[config.mk]
export PLATFORM = sky130hd
export DESIGN_NAME = paged_pc
export DESIGN_NICKNAME = d
export VERILOG_FILES = /design/src/rtl/ppc_pkg.sv /design/src/rtl/ppc_op_sel.sv /design/src/rtl/ppc_ret_stack.sv /design/src/rtl/ppc_next_addr.sv /design/src/rtl/paged_pc.sv
export SDC_FILE = /design/constraint.sdc
export NUM_CORES = 1
export LEC_CHECK = 0
export BUFFER_PORTS_ARGS = -buffer_cell sky130_fd_sc_hd__buf_2
export CAP_MARGIN = 20
export CELL_PAD_IN_SITES_DETAIL_PLACEMENT = 1
export CELL_PAD_IN_SITES_GLOBAL_PLACEMENT = 2
export CORE_ASPECT_RATIO = 1.1
export CORE_MARGIN = 1
export CORE_UTILIZATION = 37
export CTS_CLUSTER_DIAMETER = 120
export DETAILED_ROUTE_END_ITERATION = 12
export PLACE_DENSITY_LB_ADDON = 0.1
export SYNTH_ARGS = -nofsm -noshare
export SYNTH_HDL_FRONTEND = slang
export SYNTH_SLANG_ARGS = --single-unit
[constraint.sdc]
create_clock -name clk -period 2.75 [get_ports clk]
set_input_delay 0 -clock clk [delete_from_list [all_inputs] [get_ports clk]]
set_output_delay 0 -clock clk [all_outputs]
set_load 0.03 [all_outputs]
[src/rtl/ppc_pkg.sv]
// Package: shared types for the paged program counter unit.
// Assumes: one program-flow action per cycle, chosen by a fixed priority.
package ppc_pkg;

    typedef enum logic [2:0] {
        OP_HOLD  = 3'd0,
        OP_STEP  = 3'd1,
        OP_WRITE = 3'd2,
        OP_JUMP  = 3'd3,
        OP_CALL  = 3'd4,
        OP_RET   = 3'd5
    } op_e;

endpackage

[src/rtl/ppc_op_sel.sv]
// Module: ppc_op_sel
// Turns the raw request lines into one action by fixed priority:
// return, call, jump, write, advance, otherwise hold.
// Assumes: the request lines are synchronous to clk.
module ppc_op_sel
    import ppc_pkg::*;
(
    input  logic clk,
    input  logic rst_n,
    input  logic step_i,
    input  logic jump_i,
    input  logic call_i,
    input  logic ret_i,
    input  logic wr_i,
    output op_e  op_o
);

    // Priority encoder over the five requests.
    always_comb begin
        if (ret_i)       op_o = OP_RET;
        else if (call_i) op_o = OP_CALL;
        else if (jump_i) op_o = OP_JUMP;
        else if (wr_i)   op_o = OP_WRITE;
        else if (step_i) op_o = OP_STEP;
        else             op_o = OP_HOLD;
    end

    AST_HOLD_WHEN_IDLE: assert property (@(posedge clk) disable iff (!rst_n)
        (!step_i && !jump_i && !call_i && !ret_i && !wr_i) |-> (op_o == OP_HOLD))
        else $error("idle requests did not give hold");

endmodule

[src/rtl/ppc_ret_stack.sv]
// Module: ppc_ret_stack
// Circular LIFO return-address store. A push writes at the pointer and
// moves it up; a pop moves it down. The top entry is always visible.
// Assumes: DEPTH is a power of two so that the pointer wraps naturally;
// push and pop never arrive together (the selector makes them exclusive).
module ppc_ret_stack #(
    parameter int W     = 12,
    parameter int DEPTH = 8
) (
    input  logic                     clk,
    input  logic                     rst_n,
    input  logic                     push_i,
    input  logic                     pop_i,
    input  logic [W-1:0]             din_i,
    output logic [W-1:0]             top_o,
    output logic [$clog2(DEPTH)-1:0] ptr_o
);

    localparam int PTR_W = $clog2(DEPTH);
    localparam logic [PTR_W-1:0] PTR_ONE = PTR_W'(1);

    logic [W-1:0]     mem_q [DEPTH];
    logic [PTR_W-1:0] ptr_q;
    logic [PTR_W-1:0] below;

    // Slot just under the pointer: the most recent push.
    assign below = ptr_q - PTR_ONE;
    assign top_o = mem_q[below];
    assign ptr_o = ptr_q;

    // Pointer update, wrapping in both directions.
    always_ff @(posedge clk) begin
        if (!rst_n)      ptr_q <= '0;
        else if (push_i) ptr_q <= ptr_q + PTR_ONE;
        else if (pop_i)  ptr_q <= below;
    end

    // Entry storage: cleared on reset, one slot written per push.
    generate
        for (genvar g = 0; g < DEPTH; g++) begin : g_slot
            always_ff @(posedge clk) begin
                if (!rst_n)
                    mem_q[g] <= '0;
                else if (push_i && (ptr_q == PTR_W'(g)))
                    mem_q[g] <= din_i;
            end
        end
    endgenerate

    AST_NO_PUSH_POP: assert property (@(posedge clk) disable iff (!rst_n)
        !(push_i && pop_i))
        else $error("push and pop together");

    AST_PUSH_ON_TOP: assert property (@(posedge clk) disable iff (!rst_n)
        push_i |=> (top_o == $past(din_i)))
        else $error("pushed value not on top");

endmodule

[src/rtl/ppc_next_addr.sv]
// Module: ppc_next_addr
// Forms the next fetch address for the chosen action and the return
// address that a call saves.
// Assumes: the page bits sit above a PC_W-PAGE_W bit in-page offset, and the
// direct-write byte fits inside that offset.
module ppc_next_addr
    import ppc_pkg::*;
#(
    parameter int PC_W   = 12,
    parameter int PAGE_W = 2,
    parameter int BYTE_W = 8
) (
    input  op_e                   op_i,
    input  logic [PC_W-1:0]       pc_i,
    input  logic [PAGE_W-1:0]     page_i,
    input  logic [PC_W-PAGE_W-1:0] tgt_i,
    input  logic [BYTE_W-1:0]     wdata_i,
    input  logic [PC_W-1:0]       pop_i,
    output logic [PC_W-1:0]       next_o,
    output logic [PC_W-1:0]       link_o
);

    localparam int OFF_W = PC_W - PAGE_W;
    localparam int GAP_W = OFF_W - BYTE_W;
    localparam logic [PC_W-1:0] PC_ONE = PC_W'(1);

    logic [PC_W-1:0] inc;

    // Sequential successor, wrapping at the top of the space.
    assign inc    = pc_i + PC_ONE;
    assign link_o = inc;

    // Next-address multiplexer by action.
    always_comb begin
        unique case (op_i)
            OP_STEP:          next_o = inc;
            OP_WRITE:         next_o = {page_i, {GAP_W{1'b0}}, wdata_i};
            OP_JUMP, OP_CALL: next_o = {page_i, tgt_i};
            OP_RET:           next_o = pop_i;
            default:          next_o = pc_i;
        endcase
    end

endmodule

[src/rtl/paged_pc.sv]
// Module: paged_pc (top)
// Program counter with page-select upper bits and a circular return stack.
// Assumes: page_i mirrors the status-register page field and is only
// sampled on jump, call and direct write; returns ignore it.
module paged_pc
    import ppc_pkg::*;
#(
    parameter int PC_W   = 12,
    parameter int PAGE_W = 2,
    parameter int BYTE_W = 8,
    parameter int DEPTH  = 8
) (
    input  logic                    clk,
    input  logic                    rst_n,
    input  logic                    step_i,
    input  logic                    jump_i,
    input  logic                    call_i,
    input  logic                    ret_i,
    input  logic                    wr_i,
    input  logic [PC_W-PAGE_W-1:0]  tgt_i,
    input  logic [BYTE_W-1:0]       wdata_i,
    input  logic [PAGE_W-1:0]       page_i,
    output logic [PC_W-1:0]         pc_o
);

    localparam int OFF_W = PC_W - PAGE_W;
    localparam int PTR_W = $clog2(DEPTH);
    localparam logic [PTR_W-1:0] PTR_ONE = PTR_W'(1);
    localparam logic [PC_W-1:0]  PC_ONE  = PC_W'(1);

    op_e              op;
    logic [PC_W-1:0]  pc_q;
    logic [PC_W-1:0]  pc_next;
    logic [PC_W-1:0]  link;
    logic [PC_W-1:0]  stack_top;
    logic [PTR_W-1:0] sp;

    ppc_op_sel u_sel (
        .clk    (clk),
        .rst_n  (rst_n),
        .step_i (step_i),
        .jump_i (jump_i),
        .call_i (call_i),
        .ret_i  (ret_i),
        .wr_i   (wr_i),
        .op_o   (op)
    );

    ppc_ret_stack #(.W(PC_W), .DEPTH(DEPTH)) u_stack (
        .clk    (clk),
        .rst_n  (rst_n),
        .push_i (op == OP_CALL),
        .pop_i  (op == OP_RET),
        .din_i  (link),
        .top_o  (stack_top),
        .ptr_o  (sp)
    );

    ppc_next_addr #(.PC_W(PC_W), .PAGE_W(PAGE_W), .BYTE_W(BYTE_W)) u_next (
        .op_i    (op),
        .pc_i    (pc_q),
        .page_i  (page_i),
        .tgt_i   (tgt_i),
        .wdata_i (wdata_i),
        .pop_i   (stack_top),
        .next_o  (pc_next),
        .link_o  (link)
    );

    // Program counter register.
    always_ff @(posedge clk) begin
        if (!rst_n) pc_q <= '0;
        else        pc_q <= pc_next;
    end

    assign pc_o = pc_q;

    AST_STEP_INC: assert property (@(posedge clk) disable iff (!rst_n)
        (op == OP_STEP) |=> (pc_q == $past(pc_q) + PC_ONE))
        else $error("advance did not add one");

    AST_JUMP_PAGE: assert property (@(posedge clk) disable iff (!rst_n)
        (op == OP_JUMP) |=> (pc_q == {$past(page_i), $past(tgt_i)}))
        else $error("jump address wrong");

    AST_CALL_PUSH: assert property (@(posedge clk) disable iff (!rst_n)
        (op == OP_CALL) |=> ((sp == $past(sp) + PTR_ONE) &&
                             (pc_q[PC_W-1:OFF_W] == $past(page_i))))
        else $error("call did not push or page wrong");

    AST_WRITE_FIELDS: assert property (@(posedge clk) disable iff (!rst_n)
        (op == OP_WRITE) |=> ((pc_q[BYTE_W-1:0] == $past(wdata_i)) &&
                              (pc_q[OFF_W-1:BYTE_W] == '0) &&
                              (pc_q[PC_W-1:OFF_W] == $past(page_i))))
        else $error("direct write fields wrong");

    AST_RET_POP: assert property (@(posedge clk) disable iff (!rst_n)
        (op == OP_RET) |=> ((sp == $past(sp) - PTR_ONE) &&
                            (pc_q == $past(stack_top))))
        else $error("return did not pop");

    AST_IDLE_HOLD: assert property (@(posedge clk) disable iff (!rst_n)
        (op == OP_HOLD) |=> $stable(pc_q))
        else $error("address moved while idle");

endmodule

Word-level counts from Yosys, hierarchy flattened
Memory sizes are Yosys's and may differ from the RTL's.
Index checks and enable logic that the tools add are counted.

storage, ports and cells
  output and inout bits = 12
  logic and storage cells = 79
  register bits after elaboration = 15
  memories kept = 1
  bits of input ports = 27
  RAM bits = 96

memories
  name           depth  bits a word  rd ports  clocked after memory_dff  wr ports  line                 RTL
  u_stack.mem_q  8      12           1         0                         8         ppc_ret_stack.sv:22  logic [W-1:0] mem_q [DEPTH];

operators by class
  bitwise gates (word level) = 8
  reductions and logical operators = 12
  muxes and demuxes = 41
  add/subtract/negate cells = 3
  eq/ne operators = 12

operators with widths
  cell                                                                number
  12-bit two-way mux                                                  8
  12-bit case mux with 4 select lines                                 1
  1-bit two-way mux                                                   26
  3-bit == test, second input constant                                6
  3-bit two-way mux                                                   6
  12-bit by 1-bit adder with 12-bit output, second input constant     1
  3-bit by 2-bit == test with 1-bit output, second input constant     4
  1-bit logical AND                                                   8
  1-bit bitwise OR                                                    8
  3-bit by 1-bit == test with 1-bit output, second input constant     2
  4-bit nonzero test                                                  1
  3-bit by 1-bit adder with 3-bit output, second input constant       1
  3-bit zero test                                                     1
  3-bit by 1-bit subtractor with 3-bit output, second input constant  1
  2-bit nonzero test                                                  1
  2-bit OR reduction                                                  1

Logic depth before layout (Yosys ltp)
  depth after elaboration = 11
  depth in mapped cells = 11
  gate-level depth less buffers = 7

By module
A second synthesis with hierarchy kept.

second synthesis, totals
  cell total of the unflattened synthesis = 549
  area total of the unflattened synthesis = 6,117.1 µm²

by module, submodules not included
  module         area each (µm²)  sequential area each (µm²)  cells an instance  instances
  ppc_ret_stack  4,810.9          2,942.8                     380                1
  ppc_next_addr  914.6            0.0                         136                1
  paged_pc       352.8            240.2                       27                 1
  ppc_op_sel     38.8             0.0                         6                  1

Least setup slack after synthesis
OpenSTA, ideal clock, no wires.

  path kind = register -> register
  from = register u_stack.ptr_q[0], in the netlist u_stack.ptr_o[0]
  to = register pc_q[4], in the netlist pc_o[4]
  path slack = -28 ps
  buffers on the path = 6
  data required time = 2,617 ps
  cell stages (with the launch flop) = 12
  setup time = 133 ps
  period minus slack after synthesis = 2,778 ps
  arrival time = 2,646 ps
  path through = dfxtp_1 > buf_2 > buf_2 > buf_6 > inv_1 > ha_1 > buf_2 > buf_2 > buf_1 > mux4_2 > mux2i_1 > a21oi_1

between the ends
  word-level cells in the longest chain between the ends = 3

RTL lines
  what                                         line                 RTL
  start: declaration                           ppc_ret_stack.sv:23  logic [PTR_W-1:0] ptr_q;
  start signal: assignment                     ppc_ret_stack.sv:34  else if (push_i) ptr_q <= ptr_q + PTR_ONE;
  start signal: assignment                     ppc_ret_stack.sv:35  else if (pop_i) ptr_q <= below;
  3-bit by 1-bit subtractor with 3-bit output  ppc_ret_stack.sv:27  assign below = ptr_q - PTR_ONE;
  memory 8 x 12 bit                            --
  12-bit case mux with 4 select lines          ppc_next_addr.sv:35  unique case (op_i)
  end signal: assignment                       paged_pc.sv:73       else pc_q <= pc_next;
  end: declaration                             paged_pc.sv:32       logic [PC_W-1:0] pc_q;

No other way between the ends.
A chain may end at the register's enable or synchronous reset.

Worst setup path after layout
  from = register u_stack.ptr_q[0], in the netlist u_stack.ptr_o[0]
  to = register pc_q[0], in the netlist pc_o[0]

Same word-level chain as after synthesis.

==> results.ini <==
[run_status]
status=finished, final reports clean

[critical_path]
cp-start-kind=register
r2r_start=u_stack.ptr_o[0]$_SDFFE_PN0P_
crit_start=u_stack.ptr_o[0]$_SDFFE_PN0P_
worst-setup-path-type=register to register
timing.rr.end=pc_o[0]$_SDFFE_PN0P_
reg2reg_slack_ns=0.41
crit_required_ns=2.95
endpoint_kind=register
crit_fanout=8
crit_arrival_ns=2.54
r2r_cells=7

[synth]
synth_cell_type_count=42
yosysTopAreaCellShare_pct=53.8
synth_nets=473
synth-edff-count=96
postSynthAreaPerCell_um2=12.2
synth_seq_cells=111
synth-async-reset-ratio_pct=0
yosysSeqAreaShare_pct=59.4
yosysTopAreaCell=edfxtp_1
netlist_instances=438
synth_warnings=0
synthFlopType=edfxtp_1
syn_area_um2=5360
synth_area_leaders=edfxtp_1 54%, mux4_2 9.2%, nor2_1 8.3%

[detailed_routing]
ant_nets=0
drt_first_pass_iters=4
first_iter_violations=263
drc=0
postRouteWirelength_um=15000
post_drt_wl_per_cell_um=22.1
viasPerCell=5.30
vias=3586

[sta]
min_period_ns=2.34
rsz0062_at_grt=no
setup_slack_ns=0.409
finalClockSkew_ns=0.00625
setup_tns_ns=0
relSlewSlack_pct=47.3
setup_viol=0
worstMarginPinSlew_ns=0.785
min_period_over_period_pct=85.1
hold_violations=0
max_freq_mhz=427
whs_ns=0.0693
drv_slew=0

[place]
post-place-ws_ns=0.405
dp_hpwl_um=10600
gp_congestion=0.789
io_buffer_count=38

[min_path]
min_to=pc_o[10]$_SDFFE_PN0P_
min_path_cells=2
hp-start=rst_n
hold_class=primary input to register

[global_routing]
grt_usage_pct=21.8
antenna_found_initial=0
grt_pass1_wl_um=22700
grt_pass1_vias=3739
overflow=0
grt_max_degree=35

[floorplan]
rows=45
start_util_pct=38.4
die_h_um=128
io_pins=39
core_um2=14000
die_x_um=117
dieArea_um2=15000

[cts]
clkSinkCount=111
clock_tree.buffer_depth=2
cts_tree=yes
path_clk_slew_ns=0.07
clock_latency_ns=0.35
cts-resized-gates=0
cts_root_buffer=clkbuf_16
cts_setup_buffers=0
cts-buffers-inserted=9
h-tree-depth=3
ctsHoldBuffers=1

[finish]
syn_to_final_growth_pct=14.1
final_cell_mix=118 x nor2_1, 96 x edfxtp_1, 38 x buf_2, 26 x buf_4, 22 x mux4_2
fin_nets=519
antenna_cells=0
mostFrequentLayoutCell=nor2_1
drive_above_1_share_pct=20.9

[pwr]
leakage_nw=2.25
power.total_w=0.00394
powerDensity_nw_per_um2=643
peakVddDrop_uv=371

[flow_run]
drv_cap=0

-- sequential cells by signal, indices dropped and copies added, names as in the netlist --
register,count
pc_o,12
u_stack.ptr_o,3
u_stack.mem_q,96
-- logic make-up (layout without fill, tap and decap cells) --
| logic type | Yosys count | in the layout | share of synthesized area [%] |
|---|---|---|---|
| and+or+nand+nor | 173 | 173 | 13.5 |
| DFF | 111 | 111 | 59.4 |
| AOI/OAI and AO/OA | 48 | 48 | 5.95 |
| buffers and inverters | 43 | 94 | 3.41 |
| muxes | 34 | 34 | 12.1 |
| xor gates and xnor gates | 21 | 21 | 3.78 |
| adders and majority gates | 8 | 8 | 1.87 |
-- metal layers --
metal	share of wire, %	routed length, um	global-route usage (%)	up-vias
li1	-	-	-	1676
met2	52	7740	38.5	76
met1	43	6450	27.0	1815
met5	0	0	0	-
met3	3.6	542	3.50	19
met4	1.7	260	6.85	0
-- how the worst max path moves through the flow --
| stage | to | slack (ns) | cells after the start |
|---|---|---|---|
| finish | pc_o[0]$_SDFFE_PN0P_ | 0.41 | 7 |
| global route | pc_o[0]$_SDFFE_PN0P_ | 0.28 | 7 |
| CTS | pc_o[0]$_SDFFE_PN0P_ | 0.39 | 7 |
| detailed placement | pc_o[0]$_SDFFE_PN0P_ | 0.41 | 7 |
| global placement | pc_o[0]$_SDFFE_PN0P_ | 0.45 | 7 |
| floorplan | pc_o[11]$_SDFFE_PN0P_ | 0.10 | 9 |
-- synth_stat cells, drive strengths merged, types with 4 or more instances --
master,count
inv,12
edfxtp,96
ha,8
clkbuf,21
o221ai,4
nand3,9
a211oi,6
nor3,4
a31oi,6
mux2i,9
or3,7
xnor2,13
nand2,19
mux4,24
xor2,8
o21ai,13
nand4,5
buf,9
a21oi,7
nor2,118
dfxtp,15
-- through the flow --
stage               std cells  instance area (um^2)  utilization [%]
finish                    677                  6120             43.8
global route              677                  6120             43.8
CTS                       677                  6120             43.8
detailed placement        660                  5850             41.9
global placement          660                  5850             41.9
floorplan                 438                  5360                -
-- area by class of cell --
cell class                      count  area (um^2)
Fill cell                        1533         7850
Sequential cell                   111         3180
Multi-Input combinational cell    284         2000
Timing Repair Buffer               65          395
Clock buffer                       12          236
Tap cell                          188          235
Inverter                           13         48.8
Clock inverter                      4         22.5
-- critical path: stages (launching register included) --
cell and delay (ns):
dfxtp_1 0.32, inv_1 0.18, ha_1 0.34, xor2_4 0.40, buf_4 0.28, mux4_2 0.51, nand2_1 0.08, a311oi_1 0.08
-- power by group --
group          total [W]  switching (W)  internal [W]
Clock            0.00119       0.000574      0.000612
Combinational   0.000767       0.000461      0.000306
Sequential       0.00198      0.0000619       0.00192
Total            0.00394        0.00110       0.00284
(Power assumes the default switching activity.)
